`src/rtl/mac_irq_pkg.sv`:
```
package mac_irq_pkg;
  localparam int DATA_W   = 32;
  localparam int ADDR_W   = 2;
  localparam int RX_SUM   = 0;
  localparam int TX_SUM   = 16;
  localparam int RX_LO    = 1;
  localparam int RX_HI    = 11;
  localparam int RX_XTRA  = 14;
  localparam int TX_LO    = 17;
  localparam int TX_HI    = 24;

  localparam logic [ADDR_W-1:0] A_STAT = 2'd0;
  localparam logic [ADDR_W-1:0] A_EN   = 2'd1;

  typedef logic [DATA_W-1:0] word_t;

  function automatic word_t range_mask(int lo, int hi);
    word_t m;
    m = '0;
    for (int i = 0; i < DATA_W; i++)
      if (i >= lo && i <= hi) m[i] = 1'b1;
    return m;
  endfunction

  localparam word_t RX_MASK  = range_mask(RX_LO, RX_HI) | range_mask(RX_XTRA, RX_XTRA);
  localparam word_t TX_MASK  = range_mask(TX_LO, TX_HI);
  localparam word_t EVT_MASK = RX_MASK | TX_MASK;
  localparam word_t EN_MASK  = EVT_MASK | range_mask(RX_SUM, RX_SUM);
endpackage

```
`src/rtl/mac_irq_status_bank.sv`:
```
module mac_irq_status_bank
  import mac_irq_pkg::*;
(
  input  logic  clk,
  input  logic  rst_n,
  input  word_t evt,
  input  word_t clr,
  output word_t stat_q
);
  for (genvar i = 0; i < DATA_W; i++) begin : g_bit
    if (EVT_MASK[i]) begin : g_live
      logic q;
      always_ff @(posedge clk) begin
        if (!rst_n)      q <= 1'b0;
        else if (evt[i]) q <= 1'b1;
        else if (clr[i]) q <= 1'b0;
      end
      assign stat_q[i] = q;
    end else begin : g_rsv
      assign stat_q[i] = 1'b0;
    end
  end
endmodule

```
`src/rtl/mac_irq_summary.sv`:
```
module mac_irq_summary
  import mac_irq_pkg::*;
(
  input  word_t stat_q,
  input  word_t en_q,
  input  word_t clr_raw,
  output logic  rx_sum,
  output logic  tx_sum,
  output word_t clr,
  output word_t stat_view
);
  word_t live;
  assign live   = stat_q & en_q;
  assign rx_sum = |(live & RX_MASK);
  assign tx_sum = |(live & TX_MASK);

  always_comb begin
    clr = clr_raw & EVT_MASK;
    if (clr_raw[RX_SUM]) clr = clr | (en_q & RX_MASK);
    if (clr_raw[TX_SUM]) clr = clr | (en_q & TX_MASK);
  end

  always_comb begin
    stat_view         = stat_q & EVT_MASK;
    stat_view[RX_SUM] = rx_sum;
    stat_view[TX_SUM] = tx_sum;
  end
endmodule

```
`src/rtl/mac_irq_regif.sv`:
```
module mac_irq_regif
  import mac_irq_pkg::*;
(
  input  logic              clk,
  input  logic              rst_n,
  input  logic              bus_sel,
  input  logic              bus_we,
  input  logic [ADDR_W-1:0] bus_addr,
  input  word_t             bus_wdata,
  input  word_t             stat_view,
  output word_t             bus_rdata,
  output word_t             en_q,
  output word_t             clr_raw
);
  logic wr_stat, wr_en, rd;
  assign wr_stat = bus_sel && bus_we && (bus_addr == A_STAT);
  assign wr_en   = bus_sel && bus_we && (bus_addr == A_EN);
  assign rd      = bus_sel && !bus_we;
  assign clr_raw = wr_stat ? bus_wdata : '0;

  always_ff @(posedge clk) begin
    if (!rst_n)     en_q <= '0;
    else if (wr_en) en_q <= bus_wdata & EN_MASK;
  end

  always_comb begin
    bus_rdata = '0;
    if (rd) begin
      case (bus_addr)
        A_STAT:  bus_rdata = stat_view;
        A_EN:    bus_rdata = en_q;
        default: bus_rdata = '0;
      endcase
    end
  end
endmodule

```
`src/rtl/mac_irq_agg.sv`:
```
module mac_irq_agg
  import mac_irq_pkg::*;
(
  input  logic              clk,
  input  logic              rst_n,
  input  logic [31:0]       evt_i,
  input  logic              bus_sel,
  input  logic              bus_we,
  input  logic [1:0]        bus_addr,
  input  logic [31:0]       bus_wdata,
  output logic [31:0]       bus_rdata,
  output logic              irq_rx,
  output logic              irq_tx
);
  word_t stat_q, en_q, clr_raw, clr, stat_view;
  logic  rx_sum, tx_sum;

  mac_irq_regif u_regif (
    .clk(clk), .rst_n(rst_n), .bus_sel(bus_sel), .bus_we(bus_we),
    .bus_addr(bus_addr), .bus_wdata(bus_wdata), .stat_view(stat_view),
    .bus_rdata(bus_rdata), .en_q(en_q), .clr_raw(clr_raw)
  );

  mac_irq_summary u_sum (
    .stat_q(stat_q), .en_q(en_q), .clr_raw(clr_raw),
    .rx_sum(rx_sum), .tx_sum(tx_sum), .clr(clr), .stat_view(stat_view)
  );

  mac_irq_status_bank u_bank (
    .clk(clk), .rst_n(rst_n), .evt(evt_i), .clr(clr), .stat_q(stat_q)
  );

  assign irq_rx = rx_sum & en_q[RX_SUM];
  assign irq_tx = tx_sum;
endmodule

```
`config.mk`:
```
export PLATFORM = sky130hd
export DESIGN_NAME = mac_irq_agg
export DESIGN_NICKNAME = d
export VERILOG_FILES = /design/src/rtl/mac_irq_pkg.sv /design/src/rtl/mac_irq_status_bank.sv /design/src/rtl/mac_irq_summary.sv /design/src/rtl/mac_irq_regif.sv /design/src/rtl/mac_irq_agg.sv
export SDC_FILE = /design/constraint.sdc
export NUM_CORES = 1
export LEC_CHECK = 0
export BUFFER_PORTS_ARGS = -buffer_cell sky130_fd_sc_hd__buf_2
export CAP_MARGIN = 20
export CORE_ASPECT_RATIO = 0.75
export CORE_MARGIN = 4
export CORE_UTILIZATION = 49
export CTS_CLUSTER_DIAMETER = 150
export DETAILED_ROUTE_END_ITERATION = 10
export GPL_TIMING_DRIVEN = 0
export PLACE_DENSITY = 0.85
export SLEW_MARGIN = 20
export SYNTH_ARGS = -nofsm -noshare
export SYNTH_HDL_FRONTEND = slang
export SYNTH_SLANG_ARGS = --single-unit
```
`constraint.sdc`:
```
create_clock -name clk -period 2.8 [get_ports clk]
set_input_delay 0 -clock clk [delete_from_list [all_inputs] [get_ports clk]]
set_output_delay 0 -clock clk [all_outputs]
set_load 0.005 [all_outputs]
```
## Yosys cells after proc, flatten, opt, wreduce, memory -nomap -nowiden

Index checks and enable logic that the tools add are counted.

- Register bits: 41
- Logic and storage cells: 99

- Eq/ne operators: 1
- Muxes and demuxes: 45
- Bitwise operators: 4
- Reductions and logical operators: 28

Operators by type and width:

| cell | number |
|---|---|
| $mux 25 | 3 |
| $pmux 25 s2 | 1 |
| $mux 1 | 40 |
| $reduce_bool 2->1 | 20 |
| $mux 32 | 1 |
| $and 25x25->25 | 1 |
| $or 25x15->25 | 1 |
| $or 25x25->25 | 1 |
| $reduce_or 12->1 | 1 |
| $reduce_or 8->1 | 1 |
| $logic_and 1x1->1 | 4 |
| $eq 2x1->1 const B | 1 |
| $logic_not 2->1 | 1 |
| $and 1x1->1 | 1 |
| $logic_not 1->1 | 1 |

## Depth between registers and ports, before layout

Gate-level depths: netlist (run 1).

- Word-level depth: 9
- Mapped depth: 5
- Mapped depth without buffers: 4

## By module

Synthesis (run 1) repeated with hierarchy kept, for this count alone.

- Cells, all modules: 377
- Area total of the unflattened synthesis: 3123.0 um^2

By module, submodules not included:

| module | times used | cells an instance | area each (um^2) | seq. area each (um^2) |
|---|---|---|---|---|
| mac_irq_regif | 1 | 202 | 1569.0 | 420.4 |
| mac_irq_status_bank | 1 | 95 | 942.2 | 400.4 |
| mac_irq_summary | 1 | 79 | 605.6 | 0.0 |
| mac_irq_agg | 1 | 1 | 6.3 | 0.0 |

## Worst setup path before layout (run 1)

Ideal clock, no wire load.

- Path kind: reg-to-output
- Start point: register u_regif.en_q[9]
- End point: output bus_rdata[0]
- Arrival: 0.962 ns
- Slack: 1.838 ns
- Stages on the path, launching flop included: 5
- Path buffers: 0
- Cell sequence: dfxtp_1 > a22o_1 > a221oi_1 > and3_1 > o21ai_1

- Cells in the longest elaborated chain, start to end: 4

Ends and longest elaborated chain:

| what | line | RTL |
|---|---|---|
| start: declaration | mac_irq_regif.sv:12 | `output word_t en_q,` |
| start signal: assignment | mac_irq_regif.sv:23 | `else if (wr_en) en_q <= bus_wdata & EN_MASK;` |
| $and 25x25->25 | mac_irq_summary.sv:13 | `assign live = stat_q & en_q;` |
| $reduce_or 12->1 | mac_irq_summary.sv:14 | `assign rx_sum = \|(live & RX_MASK);` |
| $pmux 25 s2 | mac_irq_regif.sv:29 | `case (bus_addr)` |
| $mux 32 | mac_irq_regif.sv:28 | `if (rd) begin` |
| end: declaration | mac_irq_agg.sv:11 | `output logic [31:0] bus_rdata,` |

Every way passes these cells.

## Final worst setup path (run 1)

- Start point: register u_regif.en_q[6]
- End point: output bus_rdata[0]

The elaborated chain is that of the path after synthesis.

==> results of run 1 <==
==> synth_stat cells <==
cell                       count  area [um^2]
sky130_fd_sc_hd__nand4_1       1         6.26
sky130_fd_sc_hd__nor2b_1       1         6.26
sky130_fd_sc_hd__o21ai_1       1         5.00
sky130_fd_sc_hd__dfxtp_1      41          821
sky130_fd_sc_hd__a21boi_0      1         7.51
sky130_fd_sc_hd__a22oi_1       4         30.0
sky130_fd_sc_hd__a21boi_1     20          150
sky130_fd_sc_hd__and2_1        1         6.26
sky130_fd_sc_hd__a22o_1       23          201
sky130_fd_sc_hd__buf_4        10         75.1
sky130_fd_sc_hd__nor2b_4       1         13.8
sky130_fd_sc_hd__and3_2        1         7.51
sky130_fd_sc_hd__nand2_1      44          165
sky130_fd_sc_hd__and3_1        1         6.26
sky130_fd_sc_hd__nor3b_4       1         18.8
sky130_fd_sc_hd__nor2_1       21         78.8
sky130_fd_sc_hd__buf_2         5         25.0
sky130_fd_sc_hd__a221oi_1      3         26.3
sky130_fd_sc_hd__clkbuf_1      5         18.8
sky130_fd_sc_hd__buf_6         6         67.6
sky130_fd_sc_hd__a21oi_1      40          200
sky130_fd_sc_hd__inv_1         1         3.75
sky130_fd_sc_hd__nand3_1       1         5.00
sky130_fd_sc_hd__and3b_4       1         12.5
sky130_fd_sc_hd__o21ai_0      20          100
sky130_fd_sc_hd__conb_1        1         3.75
==> worst paths after layout <==
path,to,slack (ps),cells after the start
worst max register to register,u_regif.en_q[17]$_SDFFE_PN0P_,1600,3
worst max-delay path,bus_rdata[0],1220,5
worst min-delay path,u_bank.g_bit[20].g_live.q$_SDFFE_PN0P_,10,3
worst min register to register,u_regif.en_q[0]$_SDFFE_PN0P_,490,2
==> registers in the layout (all words and copies together), names as in the netlist <==
register / count
u_regif.en_q: 21
u_bank.g_bit.g_live.q: 20
==> kinds of logic after synthesis <==
group,count (synthesis),share of synthesized area (%)
AOI/OAI and AO/OA,112,35.0
buffers and inverters,27,9.22
DFF,41,39.8
other,1,0.182
and+or+nand+nor,74,15.8
==> layout make-up <==
type	count	share of cell area [%]
clock buffer	7	2.89
clock inverter	1	1.00
multi-input combinational	196	36.3
inverter	1	0.125
tap	55	2.30
buffer	26	6.23
sequential	41	27.4
timing repair buffer	106	23.8
==> metal layers <==
| metal | vias up | GRT usage [%] | wire [um] |
|---|---|---|---|
| met4 | 0 | 10.8 | 141 |
| met1 | 1097 | 28.9 | 2690 |
| met3 | 19 | 5.41 | 538 |
| met5 | - | 0 | 0 |
| li1 | 1131 | - | - |
| met2 | 140 | 40.3 | 3140 |
==> metrics by stage <==
stage	total power [mW]	utilization (%)
after detailed placement	0.804	62.0
after global placement	0.798	62.0
final	1.33	73.8
after floorplan	0.729	-
after global routing	1.37	73.8
after CTS	1.32	73.8
==> worst max-delay path: stages (launching register included) <==
cell and delay [ps]:
sky130_fd_sc_hd__dfxtp_1 340, sky130_fd_sc_hd__a22o_1 250, sky130_fd_sc_hd__a221oi_1 270, sky130_fd_sc_hd__and3_1 230
sky130_fd_sc_hd__o21ai_1 70, sky130_fd_sc_hd__buf_2 130
==> report_power, final <==
part	internal [mW]	switching, mW	total, mW	leakage [nW]
logic	0.109	0.0919	0.201	0.944
clock network	0.291	0.202	0.493	0.0585
registers	0.611	0.0237	0.634	0.338
total	1.01	0.318	1.33	1.34
==> timing repair <==
item                                   in CTS  in global routing
setup buffers                               0                  0
hold buffers                               36                  0
endpoints found under the hold margin      35                  0
==> placed cells by master, fill, tap and decap left out, types with 3 or more instances in the layout <==
cell type                       count
sky130_fd_sc_hd__buf_2             75
sky130_fd_sc_hd__o21ai_0           20
sky130_fd_sc_hd__dlygate4sd3_1     36
sky130_fd_sc_hd__a21boi_1          20
sky130_fd_sc_hd__a221oi_1           3
sky130_fd_sc_hd__nand2_1           44
sky130_fd_sc_hd__buf_4             10
sky130_fd_sc_hd__nor2_1            21
sky130_fd_sc_hd__a21oi_1           40
sky130_fd_sc_hd__a22oi_1            4
sky130_fd_sc_hd__a22o_1            23
sky130_fd_sc_hd__buf_6              6
sky130_fd_sc_hd__dfxtp_1           41
sky130_fd_sc_hd__clkbuf_8           6
sky130_fd_sc_hd__clkbuf_1           6
sky130_fd_sc_hd__conb_1            10
==> impl_metrics.tcl, run 1 <==
set metrics [dict create \
    skew_ps 6.14 \
    postSynthRegisterBits 41 \
    yosysWarningCount 0 \
    detail-route-antenna-nets 0 \
    final.min_clock_period_ps 1580 \
    place_inst 389 \
    postPlaceCellArea_um2 2510 \
    final.period_utilization_pct 56.4 \
    cts_h_tree_depth 2 \
    number_of_cells_produced_by_synthesis 255 \
    max_buffers_root_to_sink 2 \
    setup_repair_after_global_routing_missed_its_margin "no" \
    run_status "completed" \
    area_growth_syn_to_fin_pct 45.1 \
    gr-total-overflow 0 \
    multi_input_area_um2 1080 \
    worst_hold_path_type "in2reg" \
    place.detailed.hpwl_um 4360 \
    timing.final.setup_violations 0 \
    antenna_found_initial 0 \
    per_instance_average_area_after_synthesis_um2 8.09 \
    post_synth_instance_area_um2 2060 \
    worst_setup_path_startpoint "u_regif.en_q[6]$_SDFFE_PN0P_" \
    drt-total-wl_um 6510 \
    die-area_um2 5320 \
    clk_pin_slew_worst_paths_ps 80 \
    hp-start "evt_i[20]" \
    buffer_cell_driving_the_clock_tree_root "sky130_fd_sc_hd__clkbuf_8" \
    static-leakage-power_nw 1.34 \
    achievable-frequency_ghz 0.633 \
    place.port_buffers 70 \
    die-height_um 64.2 \
    drc 0 \
    worst_setup_path_end_kind "output port" \
    cap_viol_max_count 0 \
    holdWs_ps 11.8 \
    finalMaxSlewViolations 0 \
    sequential_cell_area_um2 821 \
    max-slew-margin-rel_pct 66.6 \
    timing.critical_path.arrival_ps 1580 \
    critical_path.startpoint_type "flip-flop" \
    synth_sequential_area_ratio_pct 39.8 \
    tns_ps 0 \
    chipWidth_um 82.9 \
    route.detailed.vias_per_inst 5.51 \
    post_cts.resized_instances 0 \
    detailroute.via_count 2387 \
    track_usage_pct 23.8 \
    maximum_fanout_along_the_worst_path 4 \
    core_um2 4050 \
    first_global_vias 2203 \
    r2r-start "u_regif.en_q[17]$_SDFFE_PN0P_" \
    placement_rows 20 \
    tritoncts_num_sinks 41 \
    worst_ir_drop_vdd_v 0.000255 \
    required_ps 2800 \
    timing.final.ws_setup_ps 1220 \
    finalInstanceArea_um2 2990 \
    hold_viol 0 \
    design.final.nets 447 \
    gp_routability_congestion 0.819 \
    global_route_wire_length_before_repair_um 10200 \
    final.fill_count 321 \
    initial_utilization_pct 50.9 \
    drt-pass1-iter-count 5 \
    critical_path_class "reg2out" \
    tritoncts "done" \
    powerDensity_nw_per_um2 444 \
    num_antenna_cells 0 \
    clk-insertion-delay-late_ps 290 \
    initial_drt_markers 231 \
    post_synth_num_cell_types 26 \
    cts-buffers-inserted 5 \
    grt_start_max_net_pins 13 \
    fin_cells 433 \
    final_layout_size_suffix_gt1_share_pct 27.0 \
    num_io_pins 104 \
    max_slew.worst_pin.slew_ps 502 \
    average_wire_per_standard_cell_um 15.0 \
    place_worst_setup_slack_ps 1560 \
]
Note: power is estimated with default switching activity, not from simulation.
==> inputs of run 2 (changes only) <==
--- a/config.mk
+++ b/config.mk
@@ -9,11 +9,11 @@
 export CAP_MARGIN = 20
 export CORE_ASPECT_RATIO = 0.75
 export CORE_MARGIN = 4
-export CORE_UTILIZATION = 49
+export CORE_UTILIZATION = 45
 export CTS_CLUSTER_DIAMETER = 150
 export DETAILED_ROUTE_END_ITERATION = 10
 export GPL_TIMING_DRIVEN = 0
-export PLACE_DENSITY = 0.85
+export PLACE_DENSITY = 0.79
 export SLEW_MARGIN = 20
 export SYNTH_ARGS = -nofsm -noshare
 export SYNTH_HDL_FRONTEND = slang
==> constraint.sdc (replaced) <==
create_clock -name clk -period 1.5 [get_ports clk]
set_input_delay 0 -clock clk [delete_from_list [all_inputs] [get_ports clk]]
set_output_delay 0 -clock clk [all_outputs]
set_load 0.005 [all_outputs]
==> impl_metrics.tcl, run 2 (synthesis gave the netlist of run 1 again) <==
set metrics [dict create \
    run_status "completed" \
    track_usage_pct 22.8 \
    die-height_um 66.6 \
    num_io_pins 104 \
    detail-route-antenna-nets 0 \
    tritoncts_num_sinks 41 \
    max_buffers_root_to_sink 2 \
    worst_hold_path_type "in2reg" \
    initial_drt_markers 162 \
    timing.final.setup_violations 0 \
    tritoncts "done" \
    grt_start_max_net_pins 12 \
    holdWs_ps 15.9 \
    drc 0 \
    route.detailed.vias_per_inst 5.28 \
    design.final.nets 451 \
    final_layout_size_suffix_gt1_share_pct 29.4 \
    postPlaceCellArea_um2 2520 \
    final_cell_mix "sky130_fd_sc_hd__buf_2, sky130_fd_sc_hd__nand2_1, sky130_fd_sc_hd__a21oi_1, sky130_fd_sc_hd__dlygate4sd3_1, sky130_fd_sc_hd__dfxtp_1" \
    initial_utilization_pct 46.4 \
    maximum_fanout_along_the_worst_path 3 \
    r2r-start "u_regif.en_q[17]$_SDFFE_PN0P_" \
    power_frac_clock_pct 31.9 \
    buffer_cell_driving_the_clock_tree_root "sky130_fd_sc_hd__clkbuf_8" \
    worst_setup_path_end_kind "output port" \
    critical_path.startpoint_type "flip-flop" \
    antenna_found_initial 0 \
    placement_rows 21 \
    clk_pin_slew_worst_paths_ps 70 \
    average_wire_per_standard_cell_um 14.6 \
    setup_repair_after_global_routing_missed_its_margin "yes" \
    finalMaxSlewViolations 0 \
    finalInstanceArea_um2 3030 \
    num_antenna_cells 0 \
    timing.critical_path.arrival_ps 1480 \
    cts_h_tree_depth 2 \
    core_um2 4440 \
    final.period_utilization_pct 98.8 \
    hp-start "evt_i[14]" \
    place_worst_setup_slack_ps 258 \
    power_frac_comb_pct 16.6 \
    power.share.switching_pct 25.4 \
    first_global_vias 2074 \
    chipWidth_um 86.2 \
    skew_ps 8.15 \
    fin_util_pct 68.2 \
    layout_top_registers "u_regif.en_q (21), u_bank.g_bit.g_live.q (20)" \
    cap_viol_max_count 0 \
    achievable-frequency_ghz 0.675 \
    powerDensity_nw_per_um2 760 \
    detailroute.via_count 2312 \
    hold_viol 0 \
    place.detailed.hpwl_um 4330 \
    place.port_buffers 70 \
    worst_setup_path_startpoint "u_regif.en_q[6]$_SDFFE_PN0P_" \
    netSwitchingPower_mw 0.586 \
    clk-insertion-delay-late_ps 300 \
    worst_ir_drop_vdd_v 0.000551 \
    die-area_um2 5740 \
    critical_path_class "reg2out" \
    cts-buffers-inserted 5 \
    area_growth_syn_to_fin_pct 46.9 \
    static-leakage-power_nw 1.36 \
    global_route_wire_length_before_repair_um 9960 \
    drt-pass1-iter-count 5 \
    required_ps 1500 \
    most_flops_register "u_regif.en_q" \
    cell_internal_power_dissipation_mw 1.72 \
    layout.cells.most_common "sky130_fd_sc_hd__buf_2" \
    sequentialPowerShare_pct 51.5 \
    final.min_clock_period_ps 1480 \
    drt-total-wl_um 6390 \
    gr-total-overflow 0 \
    timing.final.ws_setup_ps 17.7 \
    largest_register_ffs 21 \
    gp_routability_congestion 0.789 \
]
-- run 2: cell count changes in the layout (fill, tap and decap cells not counted), sizes merged --
cell	change
buf	+2
bufinv	-1
dlygate4sd3	+2
-- run 2: cell type report --
type	instances	area [um^2]
sequential	41	827
inverter	1	3.75
multi-input combinational	196	1110
clock buffer	7	86.3
fill	387	1410
tap	57	71.3
buffer	26	186
timing repair buffer	110	746
-- run 2: power groups by stage --
stage / registers, mW / clock network (mW) / logic, mW
finish: 1.19 / 0.734 / 0.382
global route: 1.19 / 0.798 / 0.423
CTS: 1.18 / 0.749 / 0.372
detailed placement: 1.21 / 0 / 0.293
global placement: 1.20 / 0 / 0.287
floorplan: 1.19 / 0 / 0.167
-- run 2: critical path: stages, from the launching register on --
cell	delay, ps
sky130_fd_sc_hd__dfxtp_2	330
sky130_fd_sc_hd__a22o_1	230
sky130_fd_sc_hd__a221oi_2	210
sky130_fd_sc_hd__and3_4	250
sky130_fd_sc_hd__o21ai_1	50
sky130_fd_sc_hd__buf_2	120
-- run 2: what timing repair did --
action                                  CTS  global route
endpoints found under the hold margin    37             0
setup buffers                             0             2
pin swaps                                 1             2
hold buffers                             38             0
endpoints found under the setup margin    2             2
gates cloned                              0             0
resized for setup                         6             3
-- run 2: routing by layer --
metal  vias to the layer above  GRT usage (%)  routed length, um
met5                         -              0                  0
met4                         0           8.50                111
met3                        13           5.93                602
met2                       119           36.6               2910
met1                      1042           29.4               2770
li1                       1138              -                  -
-- run 2: per-stage QoR --
stage               instances  setup TNS (ps)  total power [mW]
finish                    438               0              2.30
global route              438           -67.3              2.41
CTS                       436               0              2.31
detailed placement        391               0              1.50
global placement          391               0              1.49
floorplan                 264               0              1.36
-- run 2: path summary, 6_finish.rpt --
kind | slack, ps | cells past startpoint | endpoint
worst min register to register | 480 | 2 | u_regif.en_q[6]$_SDFFE_PN0P_
worst min-delay path | 20 | 3 | u_bank.g_bit[14].g_live.q$_SDFFE_PN0P_
worst max register to register | 280 | 3 | u_regif.en_q[17]$_SDFFE_PN0P_
worst max-delay path | 20 | 5 | bus_rdata[0]
==> inputs of run 3 (changes only) <==
--- a/config.mk
+++ b/config.mk
@@ -9,12 +9,12 @@
 export CAP_MARGIN = 20
 export CORE_ASPECT_RATIO = 0.75
 export CORE_MARGIN = 4
-export CORE_UTILIZATION = 45
+export CORE_UTILIZATION = 39
 export CTS_CLUSTER_DIAMETER = 150
 export DETAILED_ROUTE_END_ITERATION = 10
 export GPL_TIMING_DRIVEN = 0
-export PLACE_DENSITY = 0.79
 export SLEW_MARGIN = 20
 export SYNTH_ARGS = -nofsm -noshare
 export SYNTH_HDL_FRONTEND = slang
+export SYNTH_HIERARCHICAL = 1
 export SYNTH_SLANG_ARGS = --single-unit
==> impl_metrics.tcl, run 3 <==
set metrics [dict create \
    run_status "finished, violations left" \
    violations_in_the_final_reports "setup timing" \
    final_layout_size_suffix_gt1_share_pct 33.8 \
    initial_drt_markers 77 \
    cap_viol_max_count 0 \
    final_cell_mix "sky130_fd_sc_hd__buf_2, sky130_fd_sc_hd__buf_4, sky130_fd_sc_hd__dlygate4sd3_1, sky130_fd_sc_hd__mux2i_1, sky130_fd_sc_hd__nand2_1" \
    global_route_wire_length_before_repair_um 11700 \
    grt_start_max_net_pins 12 \
    static-leakage-power_nw 1.97 \
    clk-insertion-delay-late_ps 290 \
    finalMaxSlewViolations 0 \
    required_ps 1500 \
    powerDensity_nw_per_um2 640 \
    place_inst 506 \
    number_of_cells_produced_by_synthesis 330 \
    antenna_found_initial 0 \
    route.detailed.vias_per_inst 4.50 \
    drc 0 \
    worst_ir_drop_vdd_v 0.000357 \
    postPlaceCellArea_um2 3290 \
    track_usage_pct 17.1 \
    buffer_cell_driving_the_clock_tree_root "sky130_fd_sc_hd__clkbuf_8" \
    max_slew.worst_pin.slew_ps 542 \
    fin_util_pct 55.4 \
    timing.final.setup_violations 2 \
    die-area_um2 8590 \
    post_synth_instance_area_um2 2790 \
    fin_cells 554 \
    critical_path_class "reg2out" \
    timing.final.ws_setup_ps -190 \
    final.period_utilization_pct 113 \
    num_antenna_cells 0 \
    placement_rows 26 \
    drt-pass1-iter-count 4 \
    worst_hold_path_type "in2reg" \
    hold_viol 0 \
    drt-total-wl_um 7260 \
    layout.cells.most_common "sky130_fd_sc_hd__buf_2" \
    max-slew-margin-rel_pct 63.9 \
    max_buffers_root_to_sink 2 \
    cts-buffers-inserted 5 \
    tritoncts "done" \
    area_growth_syn_to_fin_pct 37.0 \
    per_instance_average_area_after_synthesis_um2 8.46 \
    most_flops_register "u_regif/en_q" \
    design.final.nets 525 \
    clk_pin_slew_worst_paths_ps 80 \
    gp_routability_congestion 0.804 \
    tns_ps -315 \
    average_wire_per_standard_cell_um 13.1 \
    setup_repair_after_global_routing_missed_its_margin "yes" \
    skew_ps 5.60 \
    critical_path.startpoint_type "flip-flop" \
    detail-route-antenna-nets 0 \
    detailroute.via_count 2495 \
    final.min_clock_period_ps 1690 \
    initial_utilization_pct 40.5 \
    die-height_um 81.3 \
    achievable-frequency_ghz 0.592 \
    finalInstanceArea_um2 3820 \
    yosysWarningCount 6 \
    num_io_pins 104 \
    layout_top_registers "u_regif/en_q (21), u_bank/g_bit.g_live.q (20)" \
    chipWidth_um 106 \
    cts_h_tree_depth 2 \
    place.detailed.hpwl_um 5290 \
    place.port_buffers 69 \
    largest_register_ffs 21 \
    tritoncts_num_sinks 41 \
    worst_setup_path_end_kind "output port" \
    holdWs_ps 39.3 \
    timing.critical_path.arrival_ps 1690 \
    gr-total-overflow 0 \
    first_global_vias 2454 \
    maximum_fanout_along_the_worst_path 2 \
    core_um2 6900 \
]
## run 3: cell count changes in the layout (fill, tap and decap cells not counted), moves of 19 or more
cell / previous run / this run
sky130_fd_sc_hd__o21a_1: 0 / 20
sky130_fd_sc_hd__mux2i_1: 0 / 42
sky130_fd_sc_hd__nor2b_1: 1 / 20
sky130_fd_sc_hd__buf_4: 12 / 49
sky130_fd_sc_hd__a21oi_1: 40 / 0
sky130_fd_sc_hd__o21ai_0: 20 / 0
sky130_fd_sc_hd__a21o_1: 0 / 20
sky130_fd_sc_hd__a22o_1: 23 / 3
sky130_fd_sc_hd__and2_1: 1 / 33
sky130_fd_sc_hd__a21boi_1: 20 / 0
## run 3: repair_timing
action                                  CTS  global route
pin swaps                                 8             4
hold buffers                             44             0
resized for setup                         9             8
endpoints found under the setup margin    3             5
buffers inserted                          1             2
hold endpoints to repair                 41             0
## run 3: worst paths after layout
| check | startpoint | end | slack (ps) | depth (start not counted) |
|---|---|---|---|---|
| max reg2reg | u_regif/en_q[14]$_SDFFE_PN0P_ | u_bank/g_bit[14].g_live.q$_SDFFE_PN0P_ | 110 | 4 |
| min | rst_n | u_regif/en_q[10]$_SDFFE_PN0P_ | 40 | 3 |
| max | u_regif/en_q[6]$_SDFFE_PN0P_ | bus_rdata[0] | -190 | 7 |
| min reg2reg | u_regif/en_q[0]$_SDFFE_PN0P_ | u_regif/en_q[0]$_SDFFE_PN0P_ | 490 | 2 |
## run 3: critical path: stages, from the launching register on
cell and delay (ps):
sky130_fd_sc_hd__dfxtp_2 320, sky130_fd_sc_hd__a22o_1 220, sky130_fd_sc_hd__a221oi_2 250, sky130_fd_sc_hd__nand3_1 160, sky130_fd_sc_hd__buf_4 150, sky130_fd_sc_hd__mux2i_1 120
sky130_fd_sc_hd__nor2_1 60, sky130_fd_sc_hd__buf_2 120
## run 3: metrics by stage
stage          total power [mW]  worst slack [ps]
3_3_place_gp               1.66              -142
6_report                   2.45              -190
5_1_grt                    2.58              -301
2_1_floorplan              1.53               171
4_1_cts                    2.47              -194
3_5_place_dp               1.67              -158
## run 3: area by class of cell
cell class | count | area, um^2
Fill cell | 678 | 3070
Multi-Input combinational cell | 225 | 1510
Sequential cell | 41 | 832
Timing Repair Buffer | 115 | 807
Buffer | 67 | 473
Tap cell | 98 | 123
Clock buffer | 8 | 80.1
## run 3: routing by layer
layer	share of wire, %	global-route usage (%)	vias to the layer above
met1	49	23.1	1136
met4	0.99	4.53	0
met2	44	27.7	69
li1	-	-	1281
met3	5.6	3.81	9
met5	0	0	-
## run 3: where the power goes
part / internal (mW) / switching (mW) / total (mW)
clock network: 0.331 / 0.382 / 0.714
registers: 1.14 / 0.0337 / 1.18
logic: 0.346 / 0.212 / 0.558
